===== src/rtl/spi_pkg.sv =====
package spi_pkg;
  localparam int BYTE_W = 8;

  typedef enum logic [1:0] {
    ADR_CTRL = 2'd0,
    ADR_STAT = 2'd1,
    ADR_DATA = 2'd2,
    ADR_NONE = 2'd3
  } reg_addr_e;

  // control register bit positions
  localparam int C_IRQ_EN = 7;
  localparam int C_ENABLE = 6;
  localparam int C_RATE2  = 5;
  localparam int C_MASTER = 4;
  localparam int C_CPOL   = 3;
  localparam int C_CPHA   = 2;
  localparam int C_RATE1  = 1;
  localparam int C_RATE0  = 0;
endpackage


===== src/rtl/spi_clk_div.sv =====
module spi_clk_div #(
  parameter int RATE_W = 3
) (
  input  logic              clk,
  input  logic              rst_n,
  input  logic              run,
  input  logic [RATE_W-1:0] rate,
  output logic              tick
);
  localparam int CW = (1 << RATE_W) - 1;

  logic [CW-1:0] cnt_q, cnt_d, lim;

  always_comb begin
    lim   = (CW'(1) << rate) - CW'(1);
    tick  = run && (cnt_q >= lim);
    cnt_d = cnt_q;
    if (!run || tick) cnt_d = '0;
    else              cnt_d = cnt_q + CW'(1);
  end

  always_ff @(posedge clk or negedge rst_n) begin
    if (!rst_n) cnt_q <= '0;
    else        cnt_q <= cnt_d;
  end
endmodule


===== src/rtl/spi_shifter.sv =====
module spi_shifter #(
  parameter int DW = 8
) (
  input  logic          clk,
  input  logic          rst_n,
  input  logic          start,
  input  logic [DW-1:0] load,
  input  logic          abort,
  input  logic          tick,
  input  logic          cpol,
  input  logic          cpha,
  input  logic          miso,
  output logic          busy,
  output logic          sck,
  output logic          mosi,
  output logic          done,
  output logic [DW-1:0] rx_word
);
  localparam int EW = $clog2(2 * DW);
  localparam logic [EW-1:0] LAST = EW'(2 * DW - 1);

  logic          busy_q, busy_d;
  logic [EW-1:0] edge_q, edge_d;
  logic [DW-1:0] sh_q, sh_d, shifted;
  logic          rxb_q, rxb_d;
  logic          ph_q, ph_d;
  logic          sample_now, shift_now, last;

  always_comb begin
    sample_now = (edge_q[0] == cpha);
    shift_now  = !sample_now && !(cpha && edge_q == '0);
    last       = (edge_q == LAST);
    shifted    = {sh_q[DW-2:0], rxb_q};
    rx_word    = cpha ? {sh_q[DW-2:0], miso} : shifted;
    done       = busy_q && tick && last && !abort;

    busy_d = busy_q;
    edge_d = edge_q;
    sh_d   = sh_q;
    rxb_d  = rxb_q;
    ph_d   = ph_q;
    if (abort) begin
      busy_d = 1'b0;
      edge_d = '0;
      ph_d   = 1'b0;
    end else if (start) begin
      busy_d = 1'b1;
      edge_d = '0;
      ph_d   = 1'b0;
      sh_d   = load;
    end else if (busy_q && tick) begin
      ph_d   = !ph_q;
      edge_d = edge_q + EW'(1);
      if (sample_now) rxb_d = miso;
      if (shift_now)  sh_d  = shifted;
      if (last)       busy_d = 1'b0;
    end
  end

  always_ff @(posedge clk or negedge rst_n) begin
    if (!rst_n) begin
      busy_q <= 1'b0;
      edge_q <= '0;
      sh_q   <= '0;
      rxb_q  <= 1'b0;
      ph_q   <= 1'b0;
    end else begin
      busy_q <= busy_d;
      edge_q <= edge_d;
      sh_q   <= sh_d;
      rxb_q  <= rxb_d;
      ph_q   <= ph_d;
    end
  end

  assign busy = busy_q;
  assign sck  = ph_q ^ cpol;
  assign mosi = sh_q[DW-1];

  AST_START_BUSY: assert property (@(posedge clk) disable iff (!rst_n)
    (start && !abort) |=> busy_q);
  AST_SCK_ON_TICK: assert property (@(posedge clk) disable iff (!rst_n)
    (busy_q && !tick && !abort && !start) |=> $stable(ph_q));
endmodule


===== src/rtl/spi_flags.sv =====
module spi_flags #(
  parameter int DW = 8
) (
  input  logic          clk,
  input  logic          rst_n,
  input  logic          done,
  input  logic [DW-1:0] rx_word,
  input  logic          stat_rd,
  input  logic          data_rd,
  input  logic          tx_wr,
  input  logic          ready,
  input  logic          busy,
  input  logic          fault,
  input  logic          ctrl_wr,
  output logic          tx_accept,
  output logic          spif,
  output logic          armed,
  output logic          wcol,
  output logic          ovr,
  output logic          modf,
  output logic [DW-1:0] rxbuf
);
  logic          spif_q, spif_d, armed_q, armed_d;
  logic          wcol_q, wcol_d, ovr_q, ovr_d, modf_q, modf_d;
  logic [DW-1:0] buf_q, buf_d;
  logic          spif_clr, keep_old, lock;

  always_comb begin
    spif_clr  = data_rd && armed_q;
    keep_old  = spif_q && !spif_clr;
    lock      = spif_q && !armed_q;
    tx_accept = tx_wr && ready && !busy && !lock;

    spif_d  = done || keep_old;
    armed_d = (stat_rd && spif_q) || (armed_q && !data_rd);
    wcol_d  = (tx_wr && ready && (busy || lock)) || (wcol_q && !spif_clr);
    ovr_d   = (done && keep_old) || (ovr_q && !spif_clr);
    modf_d  = fault || (modf_q && !ctrl_wr);
    buf_d   = (done && !keep_old) ? rx_word : buf_q;
  end

  always_ff @(posedge clk or negedge rst_n) begin
    if (!rst_n) begin
      spif_q  <= 1'b0;
      armed_q <= 1'b0;
      wcol_q  <= 1'b0;
      ovr_q   <= 1'b0;
      modf_q  <= 1'b0;
      buf_q   <= '0;
    end else begin
      spif_q  <= spif_d;
      armed_q <= armed_d;
      wcol_q  <= wcol_d;
      ovr_q   <= ovr_d;
      modf_q  <= modf_d;
      buf_q   <= buf_d;
    end
  end

  assign spif  = spif_q;
  assign armed = armed_q;
  assign wcol  = wcol_q;
  assign ovr   = ovr_q;
  assign modf  = modf_q;
  assign rxbuf = buf_q;

  AST_SPIF_HOLD: assert property (@(posedge clk) disable iff (!rst_n)
    (spif_q && !data_rd) |=> spif_q);
  AST_BUF_FROZEN: assert property (@(posedge clk) disable iff (!rst_n)
    (spif_q && !data_rd) |=> $stable(buf_q));
  AST_OVR_MARK: assert property (@(posedge clk) disable iff (!rst_n)
    (done && spif_q && !data_rd) |=> ovr_q);
endmodule


===== src/rtl/spi_master_ctrl.sv =====
module spi_master_ctrl #(
  parameter int RATE_W = 3
) (
  input  logic       clk,
  input  logic       rst_n,
  input  logic [1:0] bus_addr,
  input  logic       bus_wr,
  input  logic       bus_rd,
  input  logic [7:0] bus_wdata,
  output logic [7:0] bus_rdata,
  output logic       irq,
  output logic       sck,
  output logic       mosi,
  input  logic       miso,
  input  logic       ss_n
);
  import spi_pkg::*;
  localparam int DW = BYTE_W;

  logic [DW-1:0]     ctrl_q, ctrl_d;
  logic              ctrl_wr, stat_rd, data_rd, tx_wr;
  logic              en_mst, active, fault, abort;
  logic [RATE_W-1:0] rate;
  logic              tick, busy, done, tx_accept;
  logic              spif, armed, wcol, ovr, modf;
  logic [DW-1:0]     rx_word, rxbuf;

  always_comb begin
    ctrl_wr = bus_wr && (bus_addr == ADR_CTRL);
    stat_rd = bus_rd && (bus_addr == ADR_STAT);
    data_rd = bus_rd && (bus_addr == ADR_DATA);
    tx_wr   = bus_wr && (bus_addr == ADR_DATA);
    en_mst  = ctrl_q[C_ENABLE] && ctrl_q[C_MASTER];
    fault   = en_mst && !ss_n;
    active  = en_mst && ss_n;
    abort   = !active;
    rate    = RATE_W'({ctrl_q[C_RATE2], ctrl_q[C_RATE1], ctrl_q[C_RATE0]});

    ctrl_d = ctrl_q;
    if (ctrl_wr) ctrl_d = bus_wdata;
    if (fault) begin
      ctrl_d[C_ENABLE] = 1'b0;
      ctrl_d[C_MASTER] = 1'b0;
    end
  end

  always_ff @(posedge clk or negedge rst_n) begin
    if (!rst_n) ctrl_q <= '0;
    else        ctrl_q <= ctrl_d;
  end

  spi_clk_div #(.RATE_W(RATE_W)) u_div (
    .clk  (clk),
    .rst_n(rst_n),
    .run  (busy),
    .rate (rate),
    .tick (tick)
  );

  spi_shifter #(.DW(DW)) u_shift (
    .clk    (clk),
    .rst_n  (rst_n),
    .start  (tx_accept),
    .load   (bus_wdata),
    .abort  (abort),
    .tick   (tick),
    .cpol   (ctrl_q[C_CPOL]),
    .cpha   (ctrl_q[C_CPHA]),
    .miso   (miso),
    .busy   (busy),
    .sck    (sck),
    .mosi   (mosi),
    .done   (done),
    .rx_word(rx_word)
  );

  spi_flags #(.DW(DW)) u_flags (
    .clk      (clk),
    .rst_n    (rst_n),
    .done     (done),
    .rx_word  (rx_word),
    .stat_rd  (stat_rd),
    .data_rd  (data_rd),
    .tx_wr    (tx_wr),
    .ready    (active),
    .busy     (busy),
    .fault    (fault),
    .ctrl_wr  (ctrl_wr),
    .tx_accept(tx_accept),
    .spif     (spif),
    .armed    (armed),
    .wcol     (wcol),
    .ovr      (ovr),
    .modf     (modf),
    .rxbuf    (rxbuf)
  );

  always_comb begin
    unique case (bus_addr)
      ADR_CTRL: bus_rdata = ctrl_q;
      ADR_STAT: bus_rdata = {spif, wcol, ovr, modf, 4'b0000};
      ADR_DATA: bus_rdata = rxbuf;
      default:  bus_rdata = '0;
    endcase
  end

  assign irq = spif && ctrl_q[C_IRQ_EN];

  AST_FAULT_DROP: assert property (@(posedge clk) disable iff (!rst_n)
    fault |=> (!ctrl_q[C_ENABLE] && !ctrl_q[C_MASTER] && modf));
  AST_LOCKOUT: assert property (@(posedge clk) disable iff (!rst_n)
    (tx_wr && spif && !armed && !busy) |=> !busy);
  AST_IDLE_DISABLED: assert property (@(posedge clk) disable iff (!rst_n)
    (!en_mst && !busy) |=> !busy);
endmodule


===== config.mk =====
export PLATFORM = sky130hd
export DESIGN_NAME = spi_master_ctrl
export DESIGN_NICKNAME = d
export VERILOG_FILES = /design/src/rtl/spi_pkg.sv /design/src/rtl/spi_clk_div.sv /design/src/rtl/spi_shifter.sv /design/src/rtl/spi_flags.sv /design/src/rtl/spi_master_ctrl.sv
export SDC_FILE = /design/constraint.sdc
export NUM_CORES = 1
export LEC_CHECK = 0
export BUFFER_PORTS_ARGS = -buffer_cell sky130_fd_sc_hd__clkbuf_2
export CORE_AREA = 3 3 65 82
export DETAILED_ROUTE_END_ITERATION = 12
export DIE_AREA = 0 0 68 85
export PLACE_DENSITY = 0.76
export SLEW_MARGIN = 25
export SYNTH_ARGS = -nofsm -noshare
export SYNTH_HDL_FRONTEND = slang
export SYNTH_SLANG_ARGS = --single-unit

===== constraint.sdc =====
create_clock -name clk -period 4.5 [get_ports clk]
set_clock_uncertainty 0.15 [all_clocks]
set_input_delay 0.9 -clock clk [delete_from_list [all_inputs] [get_ports clk]]
set_output_delay 0.9 -clock clk [all_outputs]
set_load 0.02 [all_outputs]

==> results of run 1 <==
stage by stage:
step	cell area, um2	power (mW)	cells	setup slack, ns
5_1_grt	2670	1.06	312	0.807
6_report	2670	1.00	312	0.983
3_5_place_dp	2560	0.716	305	0.988
2_1_floorplan	2400	0.646	227	1.22
4_1_cts	2660	1.01	312	0.971
3_3_place_gp	2560	0.707	305	1.08
how the worst max path moves through the flow:
| stage | startpoint | endpoint | slack [ns] |
|---|---|---|---|
| 3_3_place_gp | ctrl_q[0]$_DFFE_PN0P_ | u_shift.sh_q[2]$_DFFE_PN0P_ | 1.08 |
| 4_1_cts | ctrl_q[0]$_DFFE_PN0P_ | u_shift.sh_q[2]$_DFFE_PN0P_ | 0.97 |
| 2_1_floorplan | ctrl_q[0]$_DFFE_PN0P_ | u_flags.rxbuf[0]$_DFFE_PN0P_ | 1.22 |
| 5_1_grt | ctrl_q[0]$_DFFE_PN0P_ | u_shift.sh_q[2]$_DFFE_PN0P_ | 0.81 |
| 6_report | ctrl_q[0]$_DFFE_PN0P_ | u_shift.sh_q[2]$_DFFE_PN0P_ | 0.98 |
| 3_5_place_dp | ctrl_q[0]$_DFFE_PN0P_ | u_shift.sh_q[2]$_DFFE_PN0P_ | 0.99 |
power groups by stage:
stage          sequential, mW  clock [mW]  combinational (mW)
5_1_grt                 0.493       0.315               0.249
6_report                0.485       0.295               0.222
3_5_place_dp            0.492           0               0.224
4_1_cts                 0.484       0.300               0.225
2_1_floorplan           0.477           0               0.169
3_3_place_gp            0.490           0               0.216
cell type report:
cell class / count / area (um2) / share of cell area, %
multi-input cells: 167 / 1240 / 46.6
flip-flops and latches: 43 / 1080 / 40.4
repair buffers: 27 / 140 / 5.26
well taps: 60 / 75.1 / 2.82
clock buffers: 6 / 72.6 / 2.72
clock inverters: 1 / 30.0 / 1.13
inverters: 8 / 30.0 / 1.13
metal layers:
| metal | GRT usage, % | vias up | routed length [um] |
|---|---|---|---|
| li1 | - | 878 | - |
| met1 | 24.6 | 914 | 2170 |
| met2 | 34.6 | 38 | 2840 |
| met3 | 4.11 | 9 | 175 |
| met4 | 9.04 | 0 | 92 |
| met5 | 0 | - | 0 |
worst max-delay path, stage by stage (launching register included):
cell	delay (ns)
dfrtp_1	0.46
or3_1	0.43
ha_1	0.28
xor2_1	0.17
nor2_1	0.11
a21oi_1	0.05
ha_1	0.31
and3_4	0.20
a221oi_2	0.33
o21a_1	0.37
nor2_1	0.21
a221o_1	0.34
flip-flops by register name (all words and copies together) (netlist names), 4 cells and up:
name            flops
u_shift.edge_q      4
u_flags.rxbuf       8
u_shift.sh_q        8
ctrl_q              8
u_div.cnt_q         7
cell usage after synthesis, drive strengths merged (3+ instances only):
cell    number  area share, %
a21oi        8            1.7
a221o        7            2.9
and3         6            1.8
buf          3            1.1
clkbuf       6           0.94
dfrtp       43             45
ha          11            5.7
inv          8            1.3
mux2        16            7.5
mux2i       10            4.2
nand2       16            2.5
nand2b       3           0.78
nand3       10            2.1
nand4        3            1.3
nor2        22            3.4
nor2b        4            1.0
o211a        7            2.9
o21ai       12            2.7
xnor2        3            1.1
xor2         5            1.8
cells by family (layout without fill, tap and decap cells):
logic type                 Yosys count  after routing  synth area share (%)
adders and majority gates           11             11                  5.74
buffers and inverters               17             42                  3.34
DFF                                 43             43                  44.9
muxes                               26             26                  11.7
xor gates and xnor gates             8              8                  2.92
AOI/OAI and AO/OA                   51             51                  16.6
and+or+nand+nor                     71             71                  14.8
cells in the final DEF (no fill, tap or decap), drive strengths merged, types with 3 or more instances in the layout:
cell | netlist | layout
ha | 11 | 11
nand2 | 16 | 16
mux2 | 16 | 16
o21ai | 12 | 12
nor2b | 4 | 4
xnor2 | 3 | 3
o211a | 7 | 7
and3 | 6 | 6
clkbuf | 6 | 32
nor2 | 22 | 22
dfrtp | 43 | 43
inv | 8 | 8
nand3 | 10 | 10
xor2 | 5 | 5
nand2b | 3 | 3
a21oi | 8 | 8
nand4 | 3 | 3
mux2i | 10 | 10
a221o | 7 | 7
==> metrics.csv, run 1 <==
stage;metric;value;unit
run_status;run_status;completed;
power;swShare;30.0;%
drt;drt-initial-drc-count;69;
clock_network;numClockSinks;43;
sta;fin_hold_ws;0.340;ns
grt;grt_max_degree;44;
cells_and_area;num_antenna_cells;0;
cells_and_area;fin_util;56.8;%
power;internal_power;0.701;mW
place;gp_congestion;0.873;
cells_and_area;n_fill_cell;417;
drt;wl_per_cell;16.9;um
floorplanning;coreArea;0.00469;mm2
worst_setup_path;rr_endpoint;u_shift.sh_q[2]$_DFFE_PN0P_;
logic_synthesis;syn-cell-area;0.00240;mm2
power;p_leak;1.29;nW
floorplanning;io_pins;27;
logic_synthesis;async_flop_share;100;%
logic_synthesis;synth_edf_count;0;
clock_network;cts_max_level;2;
power;ir_drop;0.254;mV
drt;postRouteAntennaNets;0;
job;max_cap_viol_count;0;
floorplanning;row_count;28;
floorplanning;die_h;85;um
grt;grt_overflow_total;0;
worst_setup_path;crit_type;reg -> reg;
worst_setup_path;r2r_setup_slack;0.98;ns
grt;track_usage;20.5;%
clock_network;cts_hold_buf;0;
floorplanning;initial_core_util;51.0;%
sta;hold_viol;0;
sta;tightest_slew;0.630;ns
logic_synthesis;syn_nets;254;
grt;grt_pass1_vias;1899;
drt;drtPass1Iterations;5;
clock_network;clkTransAtPathRegs;0.08;ns
floorplanning;die_x;68;um
drt;via_per_inst;5.89;
clock_network;clock_latency;0.30;ns
logic_synthesis;ys_warn_count;0;
clock_network;cts_tree;yes;
logic_synthesis;yosysSeqAreaShare;44.9;%
cells_and_area;drive_gt1_share;23.0;%
logic_synthesis;synth.distinct_cells;41;
hold_path;hold_class;reg -> reg;
clock_network;cts_resized;0;
sta;relSlewSlack;57.9;%
power;net-switching-power;0.301;mW
sta;fin_crit;3.52;ns
sta;min_period_over_period;78.2;%
worst_setup_path;worstRegToRegCells;11;
place;portBuffers;26;
cells_and_area;syn_to_final_growth;11.3;%
cells_and_area;final_nets;279;
sta;drv_slew;0;
place;hpwlAfterDp;3850;um
worst_setup_path;path_max_fanout;9;
clock_network;cts-buffers-inserted;5;
power;p_per_area;376;mW/mm2
hold_path;whs_path_depth;1;
worst_setup_path;worst_ep_arrival_time;3.56;ns
grt;grt_antenna_before_repair;0;
worst_setup_path;required;4.54;ns
sta;fin_tns_setup;0;ns
clock_network;clk_path_buf_depth;2;
power;power_frac_comb;22.2;%
drt;drt_wl_total;5280;um
sta;grt_setup_unrepaired;false;
floorplanning;die-area;0.00578;mm2
hold_path;hold_end;u_div.cnt_q[0]$_DFF_PN0_;
logic_synthesis;avgSynthCellArea;10.6;um2
power;p_seq_share;48.4;%
logic_synthesis;yosys_register_bits;43;
sta;timing.fmax;284;MHz
clock_network;postCtsSetupRepairBufs;0;
sta;setup_viol;0;
logic_synthesis;postSynthCellCount;227;
power;pwr-share-clk;29.5;%
worst_setup_path;regToRegStartpoint;ctrl_q[0]$_DFFE_PN0P_;
drt;vias;1839;
worst_setup_path;worstSetupStartpointType;flop;
logic_synthesis;synth_flop_cell;dfrtp_1;
grt;grt_pass1_wl;8980;um
drt;drc;0;
clock_network;cts_root_buf;clkbuf_8;
worst_setup_path;endpoint_kind;flop;
hold_path;hold_path_startpoint;u_div.cnt_q[0]$_DFF_PN0_;
Power figures use the tool's default switching activity.
==> run 2, diff against run 1 <==
==> constraint.sdc (replaced) <==
create_clock -name clk -period 3.45 [get_ports clk]
set_clock_uncertainty 0.15 [all_clocks]
set_input_delay 0.69 -clock clk [delete_from_list [all_inputs] [get_ports clk]]
set_output_delay 0.69 -clock clk [all_outputs]
set_load 0.02 [all_outputs]
==> metrics.csv, run 2 (synthesis gave the netlist of run 1 again) <==
stage;metric;value;unit;change
worst_setup_path;worstSetupStartpointType;flop;;
cells_and_area;syn_to_final_growth;12.2;%;
worst_setup_path;path_cells;or3_1 -> ha_1 -> xor2_1 -> nor2_1 -> a21oi_1 -> ha_1 -> and3_4 -> a221oi_2 -> o21ai_2 -> nand4_4 -> mux2_2;;
run_status;run_status;completed;;
sta;timing.fmax;301;MHz;+6.0%
grt;use_met2;33.4;%;-1.2 points
hold_path;hold_class;in -> async;;
clock_network;postCtsSetupRepairBufs;0;;unchanged
power;net-switching-power;0.392;mW;+30%
clock_network;numClockSinks;43;;unchanged
floorplanning;row_count;28;;unchanged
place;hpwlAfterDp;3890;um;+0.92%
clock_network;cts_tree;yes;;
place;place_ws;0.0902;ns;-0.898 ns
worst_setup_path;crit_slowest_cell;dfrtp_1;;
place;placed_area;0.00258;mm2;+0.59%
drt;postRouteAntennaNets;0;;unchanged
floorplanning;die_h;85;um;unchanged
clock_network;cts_resized;0;;unchanged
power;p_seq_share;49.2;%;+0.8 points
cells_and_area;num_antenna_cells;0;;unchanged
clock_network;clkTransAtPathRegs;0.08;ns;about the same
power;ir_drop;0.347;mV;+36%
cells_and_area;n_fill_cell;424;;+1.7%
floorplanning;io_pins;27;;unchanged
clock_network;cts_root_buf;clkbuf_8;;
power;power_frac_comb;23.5;%;+1.3 points
worst_setup_path;worst_ep_arrival_time;3.34;ns;-0.22 ns
power;p_per_area;477;mW/mm2;+27%
sta;fin_crit;3.32;ns;-0.200 ns
drt;vias;1823;;-0.87%
grt;grt_overflow_total;0;;unchanged
grt;met3_usage;2.91;%;-1.2 points
worst_setup_path;critPathMostFrequentCell;ha_1;;
worst_setup_path;critical_path.max_stage_delay;0.45;ns;about the same
floorplanning;die_x;68;um;unchanged
job;max_cap_viol_count;0;;unchanged
sta;min_period_over_period;96.1;%;+18 points
clock_network;cts_max_level;2;;unchanged
sta;grt_setup_unrepaired;true;;
power;internal_power;0.889;mW;+27%
floorplanning;coreArea;0.00469;mm2;unchanged
worst_setup_path;cp_num_buf_inv;0;;unchanged
worst_setup_path;regToRegStartpoint;ctrl_q[5]$_DFFE_PN0P_;;
floorplanning;initial_core_util;51.0;%;unchanged
clock_network;clock_latency;0.29;ns;about the same
drt;drt-initial-drc-count;127;;+84%
worst_setup_path;required;3.48;ns;-1.06 ns
place;gp_congestion;0.858;;-1.7%
worst_setup_path;crit_type;reg -> reg;;
cells_and_area;layout_commonest_cell;dfrtp_1;;
grt;gr-usage-met1;25.9;%;+1.3 points
drt;wl_per_cell;16.8;um;-0.46%
sta;fin_ws;0.133;ns;-0.850 ns
grt;grt_max_degree;44;;unchanged
place;portBuffers;26;;unchanged
drt;drtPass1Iterations;4;;-1
clock_network;cts_hold_buf;0;;unchanged
drt;drc;0;;unchanged
clock_network;clk_path_buf_depth;2;;unchanged
cells_and_area;final_nets;281;;+0.72%
grt;track_usage;20.2;%;-0.38 points
worst_setup_path;endpoint_kind;flop;;
power;swShare;30.6;%;+0.60 points
grt;grt_antenna_before_repair;0;;unchanged
cells_and_area;drive_gt1_share;23.9;%;+0.91 points
grt;grt_pass1_wl;8730;um;-2.8%
sta;setup_viol;0;;unchanged
grt;grt.busiest_layer;met2;;
drt;drt_wl_total;5300;um;+0.49%
grt;grt_pass1_vias;1819;;-4.2%
worst_setup_path;path_max_fanout;8;;-1
clock_network;cts-buffers-inserted;5;;unchanged
sta;hold_viol;0;;unchanged
worst_setup_path;critPathLaunch;ctrl_q[5]$_DFFE_PN0P_;;
worst_setup_path;path_delay_family;simple AND/OR/NAND/NOR gates;;
cells_and_area;final_cell_area;0.00269;mm2;+0.80%
cells_and_area;layout_common_cells;dfrtp_1, clkbuf_2, nor2_1;;
power;pwr-share-clk;27.3;%;-2.2 points
sta;tightest_slew;0.672;ns;+0.0419 ns
floorplanning;die-area;0.00578;mm2;unchanged
power;p_leak;1.29;nW;+0.74%
sta;relSlewSlack;55.1;%;-2.8 points
sta;fin_hold_ws;0.265;ns;-0.0751 ns
drt;via_per_inst;5.79;;-1.8%
sta;drv_slew;0;;unchanged
run 2: changes by cell type in the layout (fill, tap and decap cells not counted), sizes merged:
cell    delta
buf        +2
bufinv     -1
clkbuf     +2
run 2: cell type report:
cell class | instances | area (um2) | share of cell area [%]
timing repair buffer | 29 | 155 | 5.77
multi-input combinational | 167 | 1250 | 46.6
tap | 60 | 75.1 | 2.79
inverter | 8 | 30.0 | 1.12
clock buffer | 8 | 100 | 3.72
sequential | 43 | 1080 | 40.0
run 2: final timing paths:
| kind | depth (start not counted) | end | slack (ns) |
|---|---|---|---|
| worst max-delay path | 11 | u_flags.rxbuf[3]$_DFFE_PN0P_ | 0.13 |
| worst min-delay path | 1 | u_div.cnt_q[2]$_DFF_PN0_ | 0.27 |
| worst max register to register | 11 | u_flags.rxbuf[3]$_DFFE_PN0P_ | 0.13 |
| worst min register to register | 1 | u_div.cnt_q[0]$_DFF_PN0_ | 0.33 |
| max in group asynchronous | 1 | u_flags.rxbuf[3]$_DFFE_PN0P_ | 2.48 |
| min in group clk | 1 | u_div.cnt_q[0]$_DFF_PN0_ | 0.33 |
run 2: worst reg2reg max path, cell delays in order (launching register included):
cell	delay, ns
dfrtp_1	0.45
or3_1	0.40
ha_1	0.28
xor2_1	0.16
nor2_1	0.06
a21oi_1	0.17
ha_1	0.29
and3_4	0.20
a221oi_2	0.31
o21ai_2	0.19
nand4_4	0.20
mux2_2	0.36
run 2: per-stage QoR:
stage | util [%] | TNS, ns | power (mW) | instances
floorplan | - | 0 | 0.842 | 227
global route | 57.2 | -0.0189 | 1.35 | 315
finish | 57.2 | 0 | 1.28 | 315
global placement | 54.8 | 0 | 0.926 | 307
detailed placement | 54.9 | 0 | 0.940 | 307
CTS | 57.0 | 0 | 1.29 | 315
run 2: power by group through the flow:
stage	Clock [mW]	Sequential (mW)	Combinational, mW
after floorplan	0	0.622	0.220
after global placement	0	0.635	0.290
after detailed placement	0	0.637	0.303
after CTS	0.356	0.628	0.305
after global routing	0.380	0.637	0.335
final	0.350	0.630	0.301
run 2: metal layers:
layer  vias up  part of all wire (%)
li1        882                     -
met1       906                    43
met2        27                    53
met3         8                   2.9
met4         0                   1.7
met5         -                     0
==> run 3, diff against run 2 <==
--- a/config.mk
+++ b/config.mk
@@ -5,11 +5,11 @@
 export SDC_FILE = /design/constraint.sdc
 export NUM_CORES = 1
 export LEC_CHECK = 0
-export BUFFER_PORTS_ARGS = -buffer_cell sky130_fd_sc_hd__clkbuf_2
 export CORE_AREA = 3 3 65 82
 export DETAILED_ROUTE_END_ITERATION = 12
 export DIE_AREA = 0 0 68 85
-export PLACE_DENSITY = 0.76
+export DONT_BUFFER_PORTS = 1
+export PLACE_DENSITY = 0.71
 export SLEW_MARGIN = 25
 export SYNTH_ARGS = -nofsm -noshare
 export SYNTH_HDL_FRONTEND = slang
==> metrics.csv, run 3 (synthesis gave the netlist of run 1 again) <==
stage;metric;value;unit;change
clock_network;cts-buffers-inserted;5;;unchanged
cells_and_area;final_cell_area;0.00263;mm2;-2.2%
run_status;run_status;completed;;
sta;hold_viol;0;;unchanged
power;p_leak;1.21;nW;-6.5%
worst_setup_path;rr_endpoint;u_shift.sh_q[0]$_DFFE_PN0P_;;
grt;grt_pass1_vias;1699;;-6.6%
power;power_frac_comb;21.1;%;-2.4 points
floorplanning;die_h;85;um;unchanged
power;ir_drop;0.342;mV;-1.2%
worst_setup_path;path_delay_family;compound AO/OA/AOI/OAI gates;;
hold_path;hold_class;in -> async;;
floorplanning;io_pins;27;;unchanged
place;gp_congestion;0.803;;-6.4%
grt;grt_pass1_wl;8560;um;-1.9%
grt;grt_antenna_before_repair;0;;unchanged
worst_setup_path;cp_num_buf_inv;0;;unchanged
sta;relSlewSlack;48.4;%;-6.7 points
grt;grt_max_degree;44;;unchanged
place;hpwlAfterDp;3730;um;-4.1%
worst_setup_path;critPathMostFrequentCell;nor2_1;;
floorplanning;die_x;68;um;unchanged
power;internal_power;0.932;mW;+4.9%
worst_setup_path;worst_ep_arrival_time;3.35;ns;about the same
clock_network;clk_path_buf_depth;2;;unchanged
clock_network;cts_root_buf;clkbuf_8;;
floorplanning;die-area;0.00578;mm2;unchanged
power;power;1.33;mW;+3.8%
worst_setup_path;path_cells;or3_1 -> ha_2 -> xor2_1 -> nor2_1 -> a21oi_1 -> ha_1 -> and3_4 -> a221oi_4 -> o21a_2 -> nor2_1 -> a221o_1;;
worst_setup_path;critical_path.max_stage_delay;0.45;ns;about the same
cells_and_area;layout_common_cells;dfrtp_1, nor2_1, nand2_1, mux2_2, o21ai_0;;
job;max_cap_viol_count;0;;unchanged
sta;fin_crit;3.31;ns;-0.00338 ns
drt;drt_wl_total;5340;um;+0.64%
drt;wl_met2;2670;um;-4.3%
floorplanning;initial_core_util;51.0;%;unchanged
worst_setup_path;regToRegStartpoint;ctrl_q[5]$_DFFE_PN0P_;;
power;pwr-share-clk;31.2;%;+3.9 points
clock_network;cts_tree;yes;;
worst_setup_path;crit_type;reg -> reg;;
sta;drv_slew;0;;unchanged
cells_and_area;drive_gt1_share;17.7;%;-6.2 points
cells_and_area;final_nets;258;;-8.2%
power;p_per_area;505;mW/mm2;+6.1%
sta;fin_tns_setup;0;ns;unchanged
cells_and_area;num_antenna_cells;0;;unchanged
floorplanning;coreArea;0.00469;mm2;unchanged
clock_network;cts_max_level;2;;unchanged
worst_setup_path;worstRegToRegCells;11;;unchanged
sta;timing.fmax;302;MHz;+0.10%
drt;top_layer_used;met4;;
clock_network;clkTransAtPathRegs;0.09;ns;about the same
power;p_seq_share;47.7;%;-1.5 points
power;net-switching-power;0.397;mW;+1.2%
floorplanning;row_count;28;;unchanged
clock_network;clock_latency;0.30;ns;about the same
worst_setup_path;required;3.49;ns;about the same
cells_and_area;n_fill_cell;424;;unchanged
drt;drc;0;;unchanged
worst_setup_path;crit_slowest_cell;dfrtp_2;;
sta;min_period_over_period;96.0;%;-0.098 points
clock_network;postCtsSetupRepairBufs;0;;unchanged
place;portBuffers;0;;-100%
grt;grt_overflow_total;0;;unchanged
worst_setup_path;endpoint_kind;flop;;
drt;via_per_inst;6.01;;+3.9%
worst_setup_path;path_max_fanout;7;;-1
sta;tightest_slew;0.766;ns;+0.0944 ns
grt;track_usage;19.7;%;-0.49 points
drt;wl_met1;2300;um;+1.2%
drt;drtPass1Iterations;4;;unchanged
sta;setup_viol;0;;unchanged
drt;wl_per_cell;18.3;um;+8.6%
drt;postRouteAntennaNets;0;;unchanged
drt;vias;1756;;-3.7%
cells_and_area;layout_commonest_cell;dfrtp_1;;
worst_setup_path;worstSetupStartpointType;flop;;
cells_and_area;syn_to_final_growth;9.71;%;
power;swShare;29.9;%;-0.74 points
place;placed_area;0.00246;mm2;-4.6%
drt;met3_length;240;um;+56%
clock_network;numClockSinks;43;;unchanged
worst_setup_path;r2r_setup_slack;0.14;ns;about the same
drt;drt-initial-drc-count;56;;-56%
[run 3: power groups by stage]
stage                     sequential, mW  clock, mW  combinational, mW
final                              0.634      0.415              0.280
after global routing               0.643      0.441              0.313
after CTS                          0.633      0.425              0.272
after detailed placement           0.643          0              0.257
after global placement             0.642          0              0.250
after floorplan                    0.622          0              0.220
[run 3: through the flow]
step / instances / setup WS, ns / utilization (%) / hold slack, ns
final: 292 / 0.136 / 56.0 / 0.0698
after global routing: 292 / -0.0359 / 56.0 / 0.0749
after CTS: 292 / 0.0200 / 55.3 / 0.0831
after detailed placement: 283 / 0.0468 / 52.4 / 0.246
after global placement: 283 / 0.0962 / 52.4 / 0.246
after floorplan: 227 / 0.173 / - / 0.244
[run 3: worst max path at each step]
stage,from,endpoint,cells after the start
2_1_floorplan,ctrl_q[0]$_DFFE_PN0P_,u_flags.rxbuf[0]$_DFFE_PN0P_,13
3_5_place_dp,ctrl_q[5]$_DFFE_PN0P_,u_flags.rxbuf[6]$_DFFE_PN0P_,11
6_report,ctrl_q[5]$_DFFE_PN0P_,u_shift.sh_q[0]$_DFFE_PN0P_,11
4_1_cts,ctrl_q[5]$_DFFE_PN0P_,u_flags.rxbuf[6]$_DFFE_PN0P_,11
5_1_grt,ctrl_q[5]$_DFFE_PN0P_,u_shift.sh_q[6]$_DFFE_PN0P_,11
3_3_place_gp,ctrl_q[5]$_DFFE_PN0P_,u_flags.rxbuf[3]$_DFFE_PN0P_,11
[run 3: per-layer routing]
metal / global-route usage [%] / vias to the layer above
met5: 0 / -
met4: 8.68 / 0
met3: 3.97 / 9
met2: 30.7 / 49
met1: 26.0 / 863
li1: - / 835
[run 3: layout make-up]
type                    count  area (um2)  share of cell area, %
multi-input cells         167        1270                   48.4
inverters                   8        30.0                   1.14
repair buffers              6        57.6                   2.19
clock buffers               6        82.6                   3.14
flip-flops and latches     43        1080                   41.0
clock inverters             2        35.0                   1.33
well taps                  60        75.1                   2.86
[run 3: what timing repair did]
action / in CTS / in global routing
endpoints found under the hold margin: 43 / 0
hold buffers: 1 / 0
resized for setup: 0 / 6
endpoints found under the setup margin: 0 / 16
